### config.mk
export PLATFORM = sky130hd
export DESIGN_NAME = rp_reset_seq
export DESIGN_NICKNAME = d
export VERILOG_FILES = /design/src/rtl/rprs_pkg.sv /design/src/rtl/rprs_timer.sv /design/src/rtl/rprs_fault.sv /design/src/rtl/rprs_fsm.sv /design/src/rtl/rp_reset_seq.sv
export SDC_FILE = /design/constraint.sdc
export NUM_CORES = 1
export LEC_CHECK = 0
export BUFFER_PORTS_ARGS = -buffer_cell sky130_fd_sc_hd__buf_2
export CORE_UTILIZATION = 54
export DETAILED_ROUTE_END_ITERATION = 8
export PLACE_DENSITY = 0.78
export SYNTH_ARGS = -nofsm -noshare
export SYNTH_HDL_FRONTEND = slang
export SYNTH_SLANG_ARGS = --single-unit
### constraint.sdc
create_clock -name clk -period 2.5 [get_ports clk]
set_input_delay 0.5 -clock clk [delete_from_list [all_inputs] [get_ports clk]]
set_output_delay 0.5 -clock clk [all_outputs]
set_load 0.1 [all_outputs]
### src/rtl/rprs_pkg.sv
package rprs_pkg;

    localparam int DEF_STOP_TIMEOUT = 256;
    localparam int DEF_HOT_CYCLES   = 16;
    localparam int DEF_LRST_CYCLES  = 8;

    typedef enum logic [2:0] {
        ST_IDLE,
        ST_STOP,
        ST_BMD,
        ST_HOT,
        ST_CLK,
        ST_LRST,
        ST_REINIT,
        ST_FAULT
    } seq_state_e;

    typedef struct packed {
        logic txn_stop;
        logic bmd;
        logic hot;
        logic clk_req;
        logic lrst;
        logic done;
    } seq_out_t;

    function automatic int max3(input int a, input int b, input int c);
        int m;
        m = (a > b) ? a : b;
        return (m > c) ? m : c;
    endfunction

    function automatic seq_out_t decode_state(input seq_state_e s);
        seq_out_t o;
        o = '0;
        o.txn_stop = (s == ST_STOP);
        o.bmd      = (s == ST_BMD);
        o.hot      = (s == ST_HOT);
        o.clk_req  = (s == ST_CLK);
        o.lrst     = (s == ST_LRST);
        o.done     = (s == ST_REINIT);
        return o;
    endfunction

endpackage

### src/rtl/rprs_timer.sv
module rprs_timer #(
    parameter int W = 9
) (
    input  logic         clk,
    input  logic         rst,
    input  logic         clr,
    output logic [W-1:0] cnt
);
    always_ff @(posedge clk) begin
        if (rst || clr) begin
            cnt <= '0;
        end else if (cnt != '1) begin
            cnt <= cnt + 1'b1;
        end
    end
endmodule

### src/rtl/rprs_fault.sv
module rprs_fault (
    input  logic clk,
    input  logic rst,
    input  logic link_up,
    input  logic seq_idle,
    input  logic lrst_active,
    input  logic irq_mask,
    input  logic irq_clear,
    output logic fault_evt,
    output logic recover_ok,
    output logic rst_irq,
    output logic flush_mode,
    output logic err_cpl_en
);
    logic link_q;
    logic irq_pend_q;
    logic flush_q;

    assign fault_evt  = seq_idle && link_q && !link_up;
    assign recover_ok = !irq_pend_q && irq_mask;
    assign rst_irq    = irq_pend_q && !irq_mask;
    assign flush_mode = flush_q;
    assign err_cpl_en = flush_q;

    always_ff @(posedge clk) begin
        if (rst) begin
            link_q     <= 1'b0;
            irq_pend_q <= 1'b0;
            flush_q    <= 1'b0;
        end else begin
            link_q <= link_up;
            if (fault_evt) begin
                irq_pend_q <= 1'b1;
            end else if (irq_clear) begin
                irq_pend_q <= 1'b0;
            end
            if (fault_evt) begin
                flush_q <= 1'b1;
            end else if (lrst_active) begin
                flush_q <= 1'b0;
            end
        end
    end

    // an interrupt is only ever raised from idle
    assert_irq_from_idle_R8: assert property (@(posedge clk) disable iff (rst)
        $rose(irq_pend_q) |-> $past(seq_idle));

    // flush mode only falls under local reset
    assert_flush_exit_R9: assert property (@(posedge clk) disable iff (rst)
        $fell(flush_q) |-> $past(lrst_active));

    // a detected drop enters flush mode
    assert_drop_flush_R7: assert property (@(posedge clk) disable iff (rst)
        fault_evt |=> flush_q);
endmodule

### src/rtl/rprs_fsm.sv
module rprs_fsm
    import rprs_pkg::*;
#(
    parameter int STOP_TIMEOUT = DEF_STOP_TIMEOUT,
    parameter int HOT_CYCLES   = DEF_HOT_CYCLES,
    parameter int LRST_CYCLES  = DEF_LRST_CYCLES
) (
    input  logic     clk,
    input  logic     rst,
    input  logic     req_valid,
    input  logic     req_hot_sel,
    input  logic     txn_idle,
    input  logic     clkstop_ack,
    input  logic     fault_evt,
    input  logic     recover_ok,
    output seq_out_t outs,
    output logic     seq_idle,
    output logic     txn_aborted
);
    localparam int CNT_W = $clog2(max3(STOP_TIMEOUT, HOT_CYCLES, LRST_CYCLES)) + 1;
    localparam logic [CNT_W-1:0] STOP_LAST = CNT_W'(STOP_TIMEOUT - 1);
    localparam logic [CNT_W-1:0] HOT_LAST  = CNT_W'(HOT_CYCLES - 1);
    localparam logic [CNT_W-1:0] LRST_LAST = CNT_W'(LRST_CYCLES - 1);

    seq_state_e       state_q, state_d;
    logic             hot_sel_q;
    logic             aborted_q;
    logic [CNT_W-1:0] cnt;
    logic             accept;
    logic             timed_out;

    rprs_timer #(.W(CNT_W)) u_timer (
        .clk (clk),
        .rst (rst),
        .clr (state_d != state_q),
        .cnt (cnt)
    );

    assign accept    = (state_q == ST_IDLE) && !fault_evt && req_valid;
    assign timed_out = (state_q == ST_STOP) && !txn_idle && (cnt == STOP_LAST);

    always_comb begin
        state_d = state_q;
        unique case (state_q)
            ST_IDLE: begin
                if (fault_evt)      state_d = ST_FAULT;
                else if (req_valid) state_d = ST_STOP;
            end
            ST_STOP:   if (txn_idle || cnt == STOP_LAST) state_d = ST_BMD;
            ST_BMD:    state_d = hot_sel_q ? ST_HOT : ST_CLK;
            ST_HOT:    if (cnt == HOT_LAST) state_d = ST_CLK;
            ST_CLK:    if (clkstop_ack) state_d = ST_LRST;
            ST_LRST:   if (cnt == LRST_LAST) state_d = ST_REINIT;
            ST_REINIT: state_d = ST_IDLE;
            ST_FAULT:  if (recover_ok) state_d = ST_CLK;
            default:   state_d = ST_IDLE;
        endcase
    end

    always_ff @(posedge clk) begin
        if (rst) begin
            state_q   <= ST_IDLE;
            hot_sel_q <= 1'b0;
            aborted_q <= 1'b0;
        end else begin
            state_q <= state_d;
            if (accept) begin
                hot_sel_q <= req_hot_sel;
                aborted_q <= 1'b0;
            end else if (timed_out) begin
                aborted_q <= 1'b1;
            end
        end
    end

    assign outs        = decode_state(state_q);
    assign seq_idle    = (state_q == ST_IDLE);
    assign txn_aborted = aborted_q;

    // stop phase never outlasts its timeout
    assert_stop_bounded_R1: assert property (@(posedge clk) disable iff (rst)
        (state_q == ST_STOP) |-> (cnt <= STOP_LAST));

    // disable strobe is a single cycle
    assert_bmd_strobe_R3: assert property (@(posedge clk) disable iff (rst)
        outs.bmd |=> !outs.bmd);

    // hot pulse ends exactly at its length
    assert_hot_len_R4: assert property (@(posedge clk) disable iff (rst)
        $fell(outs.hot) |-> ($past(cnt) == HOT_LAST));

    // clock-stop request holds until acknowledged
    assert_clk_hold_R5: assert property (@(posedge clk) disable iff (rst)
        (outs.clk_req && !clkstop_ack) |=> outs.clk_req);

    // local reset only follows an acknowledged clock stop
    assert_lrst_after_ack_R6: assert property (@(posedge clk) disable iff (rst)
        $rose(outs.lrst) |-> $past(outs.clk_req && clkstop_ack));

    // done strobe is a single cycle followed by idle
    assert_done_strobe_R6: assert property (@(posedge clk) disable iff (rst)
        outs.done |=> (!outs.done && seq_idle));
endmodule

### src/rtl/rp_reset_seq.sv
module rp_reset_seq
    import rprs_pkg::*;
#(
    parameter int STOP_TIMEOUT = DEF_STOP_TIMEOUT,
    parameter int HOT_CYCLES   = DEF_HOT_CYCLES,
    parameter int LRST_CYCLES  = DEF_LRST_CYCLES
) (
    input  logic clk,
    input  logic rst,
    input  logic req_valid,
    input  logic req_hot_sel,
    input  logic link_up,
    input  logic txn_idle,
    input  logic clkstop_ack,
    input  logic irq_mask,
    input  logic irq_clear,
    output logic txn_stop_req,
    output logic bme_disable,
    output logic hot_reset,
    output logic clkstop_req,
    output logic local_rst,
    output logic rst_irq,
    output logic flush_mode,
    output logic err_cpl_en,
    output logic reinit_done,
    output logic txn_aborted
);
    seq_out_t outs;
    logic     seq_idle;
    logic     fault_evt;
    logic     recover_ok;

    rprs_fsm #(
        .STOP_TIMEOUT (STOP_TIMEOUT),
        .HOT_CYCLES   (HOT_CYCLES),
        .LRST_CYCLES  (LRST_CYCLES)
    ) u_fsm (
        .clk         (clk),
        .rst         (rst),
        .req_valid   (req_valid),
        .req_hot_sel (req_hot_sel),
        .txn_idle    (txn_idle),
        .clkstop_ack (clkstop_ack),
        .fault_evt   (fault_evt),
        .recover_ok  (recover_ok),
        .outs        (outs),
        .seq_idle    (seq_idle),
        .txn_aborted (txn_aborted)
    );

    rprs_fault u_fault (
        .clk         (clk),
        .rst         (rst),
        .link_up     (link_up),
        .seq_idle    (seq_idle),
        .lrst_active (outs.lrst),
        .irq_mask    (irq_mask),
        .irq_clear   (irq_clear),
        .fault_evt   (fault_evt),
        .recover_ok  (recover_ok),
        .rst_irq     (rst_irq),
        .flush_mode  (flush_mode),
        .err_cpl_en  (err_cpl_en)
    );

    assign txn_stop_req = outs.txn_stop;
    assign bme_disable  = outs.bmd;
    assign hot_reset    = outs.hot;
    assign clkstop_req  = outs.clk_req;
    assign local_rst    = outs.lrst;
    assign reinit_done  = outs.done;
endmodule

==> flow_metrics.env <==
export IMPL_first_global_vias=807
export IMPL_use_met3=0.0471
export IMPL_syn2layout_area_growth_pct=14.6
export IMPL_synthesis_area_sq_um=1050
export IMPL_drc_errors=0
export IMPL_synthMuxAreaShare=0.0297
export IMPL_post_route_period_util=0.971
export IMPL_placed_area_sq_um=1150
export IMPL_num_nets_final=144
export IMPL_use_met1=0.313
export IMPL_synthArstFlopShare=0
export IMPL_clock_root_buffer="clkbuf_4"
export IMPL_hold_class="primary input to register"
export IMPL_fmax_mhz=412
export IMPL_postRouteAntennaNets=0
export IMPL_met2_usage=0.335
export IMPL_required_ns=2.00
export IMPL_grt_ovfl_total=0
export IMPL_cts_hold_buf=0
export IMPL_place_gp_congestion=0.848
export IMPL_tritoncts="done"
export IMPL_leakage_nw=0.467
export IMPL_worst_ep_arrival_time_ns=1.93
export IMPL_clk_path_buf_depth=2
export IMPL_synthXorXnorAreaFrac=0.0583
export IMPL_synth_avg_cell_area_sq_um=9.23
export IMPL_postSynthCellCount=114
export IMPL_synth_warning_count=0
export IMPL_die_area_sq_um=2130
export IMPL_grt_busiest_layer="met2"
export IMPL_chipHeight_microns=46.1
export IMPL_report_final_slew_viol_count=0
export IMPL_firstDrtPassIters=4
export IMPL_htree_levels=1
export IMPL_final_util=0.676
export IMPL_p_per_area_nw_per_um2=1120
export IMPL_port_buffers=18
export IMPL_clock_sinks=17
export IMPL_setup_violations=0
export IMPL_antenna_found_initial=0
export IMPL_hold_ws_ns=0.415
export IMPL_postCtsSetupBuffers=0
export IMPL_viasPerCell=5.93
export IMPL_slew_headroom=0.452
export IMPL_synth_edff_count=0
export IMPL_grtUsageTotal=0.233
export IMPL_grt_max_degree=15
export IMPL_path_max_fanout=9
export IMPL_coreArea_sq_um=1780
export IMPL_hold_viol_final=0
export IMPL_total_power_mw=1.35
export IMPL_ys_ff_latch=17
export IMPL_fin_crit_ns=2.43
export IMPL_clock_skew_ns=0.00229
export IMPL_fin_cells=156
export IMPL_dp_hpwl_mm=1.58
export IMPL_grt_pass1_wl_mm=3.44
export IMPL_ys_flop_type="dfxtp_1"
export IMPL_die_x_microns=46.1
export IMPL_outcome="finished, final reports clean"
export IMPL_yosys_area_share_simple=0.402
export IMPL_drt_iter0_drc=23
export IMPL_worst_setup_path_end_kind="output pin"
export IMPL_timing_final_ws_setup_ns=0.0721
export IMPL_post_place_ws_ns=0.0178
export IMPL_design_area_sq_um=1210
export IMPL_via_count=925
export IMPL_dp_cells=151
export IMPL_clk_pin_slew_ns=0.10
export IMPL_synth_top_family_by_area="simple AND/OR/NAND/NOR gates"
export IMPL_ys_types=36
export IMPL_cp_start_kind="register"
export IMPL_num_antenna_cells=0
export IMPL_yosysSeqAreaShare=0.323
export IMPL_drive_above_1_share=0.305
export IMPL_wl_mm=2.30
export IMPL_worstSetupPathType="register to output pin"
export IMPL_start_util=0.590
export IMPL_fin_setup_tns_ns=0
export IMPL_io_pins=19
export IMPL_cap_violations=0
export IMPL_rows=15
export IMPL_synthesis_nets=126
export IMPL_irDropWorstVdd_v=0.00106
export IMPL_synth_adder_area_share=0.0357
export IMPL_clock_latency_ns=0.31
export IMPL_wl_per_cell_microns=14.7
export IMPL_synth_compound_area_share=0.0999
export IMPL_cts_buffers=3
export IMPL_tightest_slew_ns=0.814
-- sequential cells by signal, summed over array words and instances (netlist names) --
| register | flops |
|---|---|
| u_fsm.hot_sel_q | 1 |
| u_fault.link_q | 1 |
| u_fsm.u_timer.cnt | 9 |
| u_fsm.txn_aborted | 1 |
| u_fsm.state_q | 3 |
| u_fault.irq_pend_q | 1 |
| u_fault.err_cpl_en | 1 |
-- cell usage in the layout (no fill, tap or decap), types with 2 or more instances in the layout --
master    netlist  final
mux2i_1         2      2
nor4b_2         9      9
buf_2           0     17
o21ai_0         5      5
a311oi_1        2      2
inv_1           4      4
nor3_1          6      4
nor2b_1         7      7
a21oi_1         4      4
and3_1          2      2
nand3_1         2      2
nor3_2          1      2
and3b_1         3      3
nand4b_1        2      2
ha_1            3      3
xnor2_1         3      3
clkbuf_4        0      3
nand2_1         7      7
nor2_1         10     10
dfxtp_1        17     17
xor2_1          4      4
nand4_1         2      2
buf_4           1      2
-- synthesized netlist by cell type, drive strengths merged, types with 3 or more instances --
cell type  number  area (sq um)
xnor2           3          26.3
o21ai           5          25.0
clkbuf          5          20.0
ha              3          37.5
nor2           10          37.5
nand2           7          26.3
a21oi           4          20.0
dfxtp          17           340
and3b           3          26.3
nor3            7          40.0
inv             4          15.0
nor4b          10           144
nor2b           7          43.8
xor2            4          35.0
-- cells by family (layout without fill, tap and decap cells) --
family / count (synthesis) / in the layout
flops: 17 / 17
compound gates: 16 / 17
fa+ha+maj: 3 / 3
buf+inv: 11 / 27
xor+xnor: 7 / 7
mux: 3 / 3
simple gates: 57 / 57
-- what timing repair did --
action | CTS | global route
setup endpoints to repair | 1 | 9
gates cloned | 0 | 1
gates resized for setup | 1 | 3
pin swaps | 0 | 1
-- per-layer routing --
metal | vias up | part of all wire
met3 | 5 | 0.057
li1 | 451 | -
met1 | 437 | 0.47
met2 | 32 | 0.44
met4 | 0 | 0.024
met5 | - | 0
-- critical path, stage by stage (launching register included) --
cell and delay [ns]:
dfxtp_1 0.52, inv_1 0.23, or3_1 0.47, inv_1 0.11, buf_4 0.29
-- final cells by class --
| cell class | instances | area [sq um] |
|---|---|---|
| inverter | 4 | 15.0 |
| tap | 25 | 31.3 |
| fill | 139 | 577 |
| multi-input combinational | 87 | 693 |
| timing repair buffer | 19 | 100 |
| clock buffer | 4 | 26.3 |
| sequential | 17 | 340 |
-- worst paths after layout --
kind,to,from,slack (ns),depth (start not counted)
worst min-delay path,u_fault.link_q,link_up,0.42,2
worst max-delay path,local_rst,u_fsm.state_q[0],0.07,4
worst min register to register,u_fault.err_cpl_en,u_fault.err_cpl_en,0.47,2
worst max register to register,u_fsm.u_timer.cnt[6],u_fsm.u_timer.cnt[0],0.16,9
-- power by group --
part / total (mW) / switching [mW] / internal, mW
sequential: 0.394 / 0.0830 / 0.311
combinational: 0.796 / 0.564 / 0.231
clock: 0.158 / 0.0957 / 0.0625
Power figures use the tool's default switching activity.
